[src/rtl/intflag_pkg.sv]
package intflag_pkg;
  localparam int PRIV_W = 2;
  localparam logic [PRIV_W-1:0] PRIV_MAX = '1;

  typedef enum logic [1:0] {
    MODE_REAL = 2'b00,
    MODE_PROT = 2'b01,
    MODE_V86  = 2'b10,
    MODE_ALT  = 2'b11
  } opmode_e;

  typedef enum logic [1:0] {
    TGT_IF    = 2'b00,
    TGT_VIF   = 2'b01,
    TGT_FAULT = 2'b10
  } target_e;

  // Virtual redirect in protected mode: most-restricted ring with lowered I/O privilege
  function automatic logic prot_virtual(input logic pvi,
                                        input logic [PRIV_W-1:0] cpl,
                                        input logic [PRIV_W-1:0] iopl);
    return pvi && (cpl == PRIV_MAX) && (iopl < PRIV_MAX);
  endfunction

  function automatic target_e pick_target(input logic is_set,
                                          input opmode_e mode,
                                          input logic [PRIV_W-1:0] cpl,
                                          input logic [PRIV_W-1:0] iopl,
                                          input logic vme,
                                          input logic pvi,
                                          input logic pend);
    target_e t;
    t = TGT_IF;
    case (mode)
      MODE_PROT: begin
        if (prot_virtual(pvi, cpl, iopl))
          t = (is_set && pend) ? TGT_FAULT : TGT_VIF;
        else if (cpl > iopl)
          t = TGT_FAULT;
      end
      MODE_V86: begin
        if (iopl != PRIV_MAX) begin
          if (!vme || (is_set && pend)) t = TGT_FAULT;
          else                          t = TGT_VIF;
        end
      end
      default: t = TGT_IF;
    endcase
    return t;
  endfunction
endpackage

[src/rtl/intflag_decide.sv]
module intflag_decide
  import intflag_pkg::*;
(
  input  logic              rst_n,
  input  logic              req_valid,
  input  logic              req_set,
  input  opmode_e           mode,
  input  logic [PRIV_W-1:0] cpl,
  input  logic [PRIV_W-1:0] iopl,
  input  logic              vme_en,
  input  logic              pvi_en,
  input  logic              vip,
  output target_e           target,
  output logic              virt_path
);
  always_comb begin
    target    = pick_target(req_set, mode, cpl, iopl, vme_en, pvi_en, vip);
    virt_path = (mode == MODE_PROT) ? prot_virtual(pvi_en, cpl, iopl)
              : ((mode == MODE_V86) && (iopl != PRIV_MAX));
  end

  always_comb begin

    if (rst_n && req_valid && (mode == MODE_REAL || mode == MODE_ALT))
      real_if_chk: assert (target == TGT_IF);

    if (rst_n && req_valid && !virt_path && mode == MODE_V86)
      v86_open_chk: assert (target == TGT_IF);
  end
endmodule

[src/rtl/intflag_state.sv]
module intflag_state
  import intflag_pkg::*;
(
  input  logic    clk,
  input  logic    rst_n,
  input  logic    req_valid,
  input  logic    req_set,
  input  target_e target,
  output logic    if_q,
  output logic    vif_q,
  output logic    gp_fault,
  output logic    async_evt,
  output logic    arm
);
  logic wr_if, wr_vif, raise;

  always_comb begin
    wr_if  = req_valid && (target == TGT_IF);
    wr_vif = req_valid && (target == TGT_VIF);
    raise  = req_valid && (target == TGT_FAULT);
    arm    = wr_if && req_set && !if_q;
  end

  always_ff @(posedge clk) begin
    if (!rst_n) begin
      if_q      <= 1'b0;
      vif_q     <= 1'b0;
      gp_fault  <= 1'b0;
      async_evt <= 1'b0;
    end else begin
      if (wr_if)  if_q  <= req_set;
      if (wr_vif) vif_q <= req_set;
      gp_fault  <= raise;
      async_evt <= arm;
    end
  end


  fault_hold_chk: assert property (@(posedge clk) disable iff (!rst_n)
    gp_fault |-> ($stable(if_q) && $stable(vif_q)));

  idle_chk: assert property (@(posedge clk) disable iff (!rst_n)
    !req_valid |=> ($stable(if_q) && $stable(vif_q) && !gp_fault && !async_evt));

  no_rearm_chk: assert property (@(posedge clk) disable iff (!rst_n)
    (req_valid && req_set && if_q) |=> !async_evt);

  async_rise_chk: assert property (@(posedge clk) disable iff (!rst_n)
    async_evt |-> (if_q && !$past(if_q)));
endmodule

[src/rtl/intflag_inhibit.sv]
module intflag_inhibit (
  input  logic clk,
  input  logic rst_n,
  input  logic arm,
  input  logic retire,
  output logic inhibit_q
);
  logic release_now;
  assign release_now = inhibit_q && retire;

  always_ff @(posedge clk) begin
    if (!rst_n)           inhibit_q <= 1'b0;
    else if (arm)         inhibit_q <= 1'b1;
    else if (release_now) inhibit_q <= 1'b0;
  end


  inh_arm_chk: assert property (@(posedge clk) disable iff (!rst_n)
    arm |=> inhibit_q);

  inh_release_chk: assert property (@(posedge clk) disable iff (!rst_n)
    (inhibit_q && retire && !arm) |=> !inhibit_q);
endmodule

[src/rtl/intflag_priv_ctrl.sv]
module intflag_priv_ctrl
  import intflag_pkg::*;
#(
  parameter int ERR_W = 16
) (
  input  logic              clk,
  input  logic              rst_n,
  input  logic              req_valid,
  input  logic              req_set,
  input  logic [1:0]        op_mode,
  input  logic [PRIV_W-1:0] cpl,
  input  logic [PRIV_W-1:0] iopl,
  input  logic              vme_en,
  input  logic              pvi_en,
  input  logic              vip,
  input  logic              retire,
  output logic              if_q,
  output logic              vif_q,
  output logic              gp_fault,
  output logic [ERR_W-1:0]  gp_code,
  output logic              inhibit_q,
  output logic              async_evt
);
  target_e target;
  logic    virt_path;
  logic    arm;

  intflag_decide u_decide (
    .rst_n     (rst_n),
    .req_valid (req_valid),
    .req_set   (req_set),
    .mode      (opmode_e'(op_mode)),
    .cpl       (cpl),
    .iopl      (iopl),
    .vme_en    (vme_en),
    .pvi_en    (pvi_en),
    .vip       (vip),
    .target    (target),
    .virt_path (virt_path)
  );

  intflag_state u_state (
    .clk       (clk),
    .rst_n     (rst_n),
    .req_valid (req_valid),
    .req_set   (req_set),
    .target    (target),
    .if_q      (if_q),
    .vif_q     (vif_q),
    .gp_fault  (gp_fault),
    .async_evt (async_evt),
    .arm       (arm)
  );

  intflag_inhibit u_inhibit (
    .clk       (clk),
    .rst_n     (rst_n),
    .arm       (arm),
    .retire    (retire),
    .inhibit_q (inhibit_q)
  );

  assign gp_code = '0;


  fault_excl_chk: assert property (@(posedge clk) disable iff (!rst_n)
    !(gp_fault && async_evt));

  async_inh_chk: assert property (@(posedge clk) disable iff (!rst_n)
    async_evt |-> inhibit_q);
endmodule

[config.mk]
export PLATFORM = sky130hd
export DESIGN_NAME = intflag_priv_ctrl
export DESIGN_NICKNAME = d
export VERILOG_FILES = /design/src/rtl/intflag_pkg.sv /design/src/rtl/intflag_decide.sv /design/src/rtl/intflag_state.sv /design/src/rtl/intflag_inhibit.sv /design/src/rtl/intflag_priv_ctrl.sv
export SDC_FILE = /design/constraint.sdc
export NUM_CORES = 1
export LEC_CHECK = 0
export BUFFER_PORTS_ARGS = -buffer_cell sky130_fd_sc_hd__buf_4
export CAP_MARGIN = 15
export CELL_PAD_IN_SITES_DETAIL_PLACEMENT = 1
export CELL_PAD_IN_SITES_GLOBAL_PLACEMENT = 2
export CORE_MARGIN = 8
export CORE_UTILIZATION = 22
export DETAILED_ROUTE_END_ITERATION = 10
export HOLD_SLACK_MARGIN = 0.06
export PLACE_DENSITY_LB_ADDON = 0.05
export RECOVER_POWER = 50
export SLEW_MARGIN = 20
export SYNTH_ARGS = -nofsm -noshare
export SYNTH_HDL_FRONTEND = slang
export SYNTH_SLANG_ARGS = --single-unit
[constraint.sdc]
create_clock -name clk -period 4.12 [get_ports clk]
set_clock_uncertainty 0.1 [all_clocks]
set_input_delay 0.206 -clock clk [delete_from_list [all_inputs] [get_ports clk]]
set_output_delay 0.206 -clock clk [all_outputs]
set_load 0.01 [all_outputs]
==> flow_metrics.tcl, run 1 <==
set metrics [dict create \
    timing.rr.start "u_state.if_q" \
    num_rows 17 \
    hold_viol 0 \
    die-area_um2 4186 \
    path_cells "buf_4 -> inv_1 -> ha_1 -> and2b_4 -> a21oi_2 -> o221ai_2 -> o41ai_2" \
    placed_cell_area_um2 628.1 \
    maxCapViolCount 0 \
    use_met3 0.04639 \
    grt_start_max_net_pins 6 \
    synthArstFlopShare 0 \
    critPathBufInv 2 \
    vias 444 \
    gp_congestion 0.6054 \
    seqCellArea_um2 100.1 \
    max_freq_ghz 0.6854 \
    fin_crit_sh 0.3541 \
    power.total_uw 152.3 \
    synth_cell_type_count 26 \
    final-setup-viol-count 0 \
    final_common_cell "conb_1" \
    ys_seq_area_frac 0.1918 \
    ys_ff_latch 5 \
    ir_drop_mv 0.1430 \
    outcome "completed" \
    n_fill_cell 274 \
    cp_slowest_stage_delay_ps 360 \
    p_leak_nw 0.3160 \
    drtIter0Drc 20 \
    cp-start-kind "input pin" \
    route.detailed.drc 0 \
    cts.repair.resized 0 \
    netlist_area_um2 521.8 \
    antenna_found_initial 0 \
    arrival_ps 1490 \
    synth_edf_count 0 \
    grt_pass1_wl_um 2028 \
    overflow 0 \
    crit_slowest_cell "o41ai_2" \
    final_cell_mix "conb_1, buf_4, clkbuf_1" \
    worstHoldStart "rst_n" \
    dpl.hpwl_um 1175 \
    busiest_layer "met2" \
    chipWidth_um 64.70 \
    root_buffer "clkbuf_4" \
    use_met2 0.09193 \
    utilization 0.2846 \
    fin_setup_tns_ps 0 \
    synthesis.instances 61 \
    rsz0062_at_grt "false" \
    initial_core_util 0.2336 \
    cts_buffer_depth 2 \
    ys.flop_type "dfxtp_1" \
    wl_um 1281 \
    final_cells 110 \
    cts_tree "built" \
    cp-startpoint "op_mode[0]" \
    syn_avg_cell_area_um2 8.553 \
    wl_per_cell_um 11.65 \
    ys_warn_count 0 \
    area_growth_pct 21.82 \
    cp-end-kind "flip-flop" \
    hp-class "input pin to flip-flop" \
    clock-sinks 5 \
    dr.pass1.iters 4 \
    crit_fanout 4 \
    nNetsFinal 101 \
    worstSetupPathType "input pin to flip-flop" \
    ctsHoldBuffers 0 \
    ios 35 \
    cts_setup_buffers 0 \
    first_global_vias 471 \
    critPathRequiredTime_ps 4150 \
    placed_cells 106 \
    clk_pin_slew_ps 40 \
    slew_viol_final 0 \
    insertion_delay_ps 240 \
    via_per_inst 4.036 \
    die_y_um 64.70 \
    finalInstanceArea_um2 635.6 \
    multi_input_area_um2 342.8 \
    core_area_um2 2233 \
    cts_buffers 3 \
    cp_top_family "compound AO/OA/AOI/OAI gates" \
    power_density_nw_per_um2 239.6 \
    antenna_cells 0 \
    drive_gt1_frac 0.2927 \
    io_buffers 18 \
    htreeDepth 1 \
    period_needed_ps 1459 \
    met1_usage 0.06673 \
    drt.antenna.violating_nets 0 \
    grt_usage 0.06134 \
]
[layer usage]
metal	wire [um]	share of wire
met2	587	0.46
met4	0	0
met3	126	0.098
met1	567	0.44
met5	0	0
[logic make-up (layout without fill, tap and decap cells)]
group / Yosys count / count (layout) / synth area share
DFF: 5 / 5 / 0.1919
muxes: 3 / 3 / 0.05756
AOI/OAI and AO/OA: 11 / 11 / 0.1823
buffers and inverters: 20 / 26 / 0.2590
other: 1 / 16 / 0.007187
and+or+nand+nor: 17 / 17 / 0.2062
adders and majority gates: 4 / 4 / 0.09593
[synth_stat cells, drive strengths merged (2+ instances only)]
cell / n / share of area
buf: 16 / 0.23
a21oi: 4 / 0.053
nand3b: 2 / 0.029
dfxtp: 5 / 0.19
ha: 4 / 0.096
mux2i: 3 / 0.058
nand2: 5 / 0.036
nand3: 2 / 0.019
o21ai: 2 / 0.019
inv: 4 / 0.029
[power breakdown]
group / total [mW] / switching [mW] / internal, mW
Sequential: 0.0518 / 0.000999 / 0.0508
Clock: 0.0553 / 0.0187 / 0.0365
Combinational: 0.0452 / 0.0253 / 0.0199
[flip-flops by register name (all words and copies together), names as in the netlist]
name                 cells
u_state.vif_q            1
u_state.async_evt        1
u_state.if_q             1
u_inhibit.inhibit_q      1
u_state.gp_fault         1
[worst register-to-register path, stage by stage (launching register included)]
cell and delay [ps]:
dfxtp_1 310, nand2b_1 170, o41ai_2 300
[through the flow]
stage                     hold WS, ps  setup slack [ps]
after global routing            169.9              2543
final                           160.5              2661
after CTS                       159.9              2636
after detailed placement        377.0              2385
after floorplan                 254.0              2643
after global placement          372.1              2396
[area by class of cell]
class / count / area share
Sequential cell: 5 / 0.1575
Inverter: 4 / 0.02362
Timing Repair Buffer: 18 / 0.1831
Tap cell: 28 / 0.05512
Clock buffer: 4 / 0.04134
Multi-Input combinational cell: 51 / 0.5394
[final timing paths]
check,end,slack [ps],depth (start not counted)
worst max-delay path,u_inhibit.inhibit_q,2660,7
worst max register to register,u_inhibit.inhibit_q,3140,2
worst min register to register,u_state.if_q,370,2
worst min-delay path,u_inhibit.inhibit_q,160,3
Power figures use the tool's default switching activity.
==> run 2, diff against run 1 <==
CORE_UTILIZATION = 18   (was 22)
clock period = 1.3 ns   (was 4.12 ns; I/O delays follow)
==> run 2 against run 1 <==
Routed wire length rose by 14%. Worst hold slack worse by 68 ps. Design area up 16%. Sequential power grew to 3.2 times the previous value. Combinational power increased to 3.9 times the previous value. Critical endpoint is now u_state.gp_fault. First-iteration DRC count fell by 40%. Sequential share of layout area down 2.2 points. Via count up 6.8%. Critical path type unchanged. Clock power grew to 3.3 times the previous value. Setup slack worse by 2600 ps.
==> flow_metrics.tcl, run 2 (same netlist as run 1, synthesis figures left out) <==
set metrics [dict create \
    initial_core_util 0.1892 \
    p_int_uw 362.1 \
    outcome "completed" \
    gp_congestion 0.6733 \
    route.detailed.drc 0 \
    p_clk_frac 0.353 \
    p_sw_frac 0.3103 \
    hold_viol 0 \
    p_switching_uw 162.9 \
    critPathRequiredTime_ps 1370 \
    fin_crit_sh 0.9640 \
    num_rows 19 \
    ir_drop_mv 0.6429 \
    via_per_inst 3.950 \
    finalInstanceArea_um2 737.0 \
    htreeDepth 1 \
    io_buffers 18 \
    period_needed_ps 1253 \
    cp-endpoint "u_state.gp_fault" \
    power_density_nw_per_um2 712.3 \
    seq_power_share 0.312 \
    arrival_ps 1330 \
    utilization 0.2672 \
    final-setup-viol-count 0 \
    r2r_cells 2 \
    root_buffer "clkbuf_4" \
    cts_tree "built" \
    die_y_um 69.84 \
    rsz0062_at_grt "true" \
    wl_um 1458 \
    crit_fanout 4 \
    drtIter0Drc 12 \
    clk_pin_slew_ps 40 \
    grt_pass1_wl_um 2484 \
    cp-startpoint "op_mode[0]" \
    worst_r2r_endpoint "u_inhibit.inhibit_q" \
    wl_per_cell_um 12.15 \
    die-area_um2 4878 \
    cts_buffers 3 \
    first_global_vias 553 \
    area_growth_pct 41.25 \
    final_cell_mix "buf_4, conb_1, nand2_1, clkbuf_1, dfxtp_1" \
    cp-end-kind "flip-flop" \
    hp-class "input pin to flip-flop" \
    insertion_delay_ps 240 \
    maxCapViolCount 0 \
    vias 474 \
    whs_path_depth 3 \
    antenna_cells 0 \
    core_area_um2 2758 \
    regToRegSetupSlack_ps 320 \
    placed_cell_area_um2 674.4 \
    drt.antenna.violating_nets 0 \
    dr.pass1.iters 2 \
    overflow 0 \
    nNetsFinal 108 \
    drive_gt1_frac 0.3708 \
    slew_viol_final 0 \
    combPwrFrac 0.335 \
    cts_setup_buffers 0 \
    final_common_cell "buf_4" \
    clock-sinks 5 \
    worstSetupPathType "input pin to flip-flop" \
    grt_usage 0.06069 \
    ios 35 \
    grt_start_max_net_pins 6 \
    cp-start-kind "input pin" \
    dpl.hpwl_um 1225 \
    cts_buffer_depth 2 \
    antenna_found_initial 0 \
    chipWidth_um 69.84 \
    p_leak_nw 0.3521 \
    max_freq_ghz 0.7979 \
    timing.rr.start "u_state.if_q" \
]
run 2: how the worst min path moves through the flow:
stage,startpoint,endpoint,slack [ps]
final,vip,u_state.gp_fault,90
after global routing,vip,u_state.gp_fault,110
after CTS,vme_en,u_state.gp_fault,170
after detailed placement,rst_n,u_inhibit.inhibit_q,250
after global placement,rst_n,u_inhibit.inhibit_q,270
after floorplan,rst_n,u_inhibit.inhibit_q,110
run 2: repair_timing:
item / CTS / global route
endpoints found under the hold margin: 3 / 0
resized for setup: 2 / 2
hold buffers: 4 / 0
endpoints found under the setup margin: 2 / 2
pin swaps: 1 / 3
run 2: through the flow:
stage	total power, mW	instances	setup TNS [ps]	hold WS [ps]	setup slack, ps
6_report	0.5250	120	0	92.95	46.77
5_1_grt	0.5665	120	-18.02	111.8	-18.02
4_1_cts	0.5337	121	0	169.5	18.21
3_5_place_dp	0.3290	113	-1165	254.8	-276.3
3_3_place_gp	0.3308	113	-1261	268.1	-303.6
2_1_floorplan	0.2899	76	0	113.0	1.970
run 2: power by group through the flow:
stage          sequential (mW)  clock (mW)  combinational (mW)
4_1_cts                  0.164       0.191               0.178
3_5_place_dp             0.167           0               0.162
3_3_place_gp             0.167           0               0.164
5_1_grt                  0.164       0.206               0.197
2_1_floorplan            0.170           0               0.120
6_report                 0.164       0.185               0.176
run 2: layout make-up:
cell class / instances / area [um2]
clock buffer: 4 / 26.28
timing repair buffer: 25 / 182.7
inverter: 4 / 15.01
fill: 339 / 2021
sequential: 5 / 100.1
multi-input combinational: 51 / 374.1
tap: 31 / 38.79
run 2: per-layer routing:
metal | vias to the layer above | track usage | share of wire
met2 | 24 | 0.09543 | 0.47
met1 | 217 | 0.07189 | 0.46
met3 | 0 | 0.03004 | 0.068
li1 | 233 | - | -
met4 | 0 | 0.01339 | 0
met5 | - | 0 | 0
run 2: critical path, cell delays in order:
cell	delay [ps]
buf_4	110
inv_1	80
ha_4	130
a21bo_2	240
or2_1	250
o221ai_2	240
nor3b_2	210
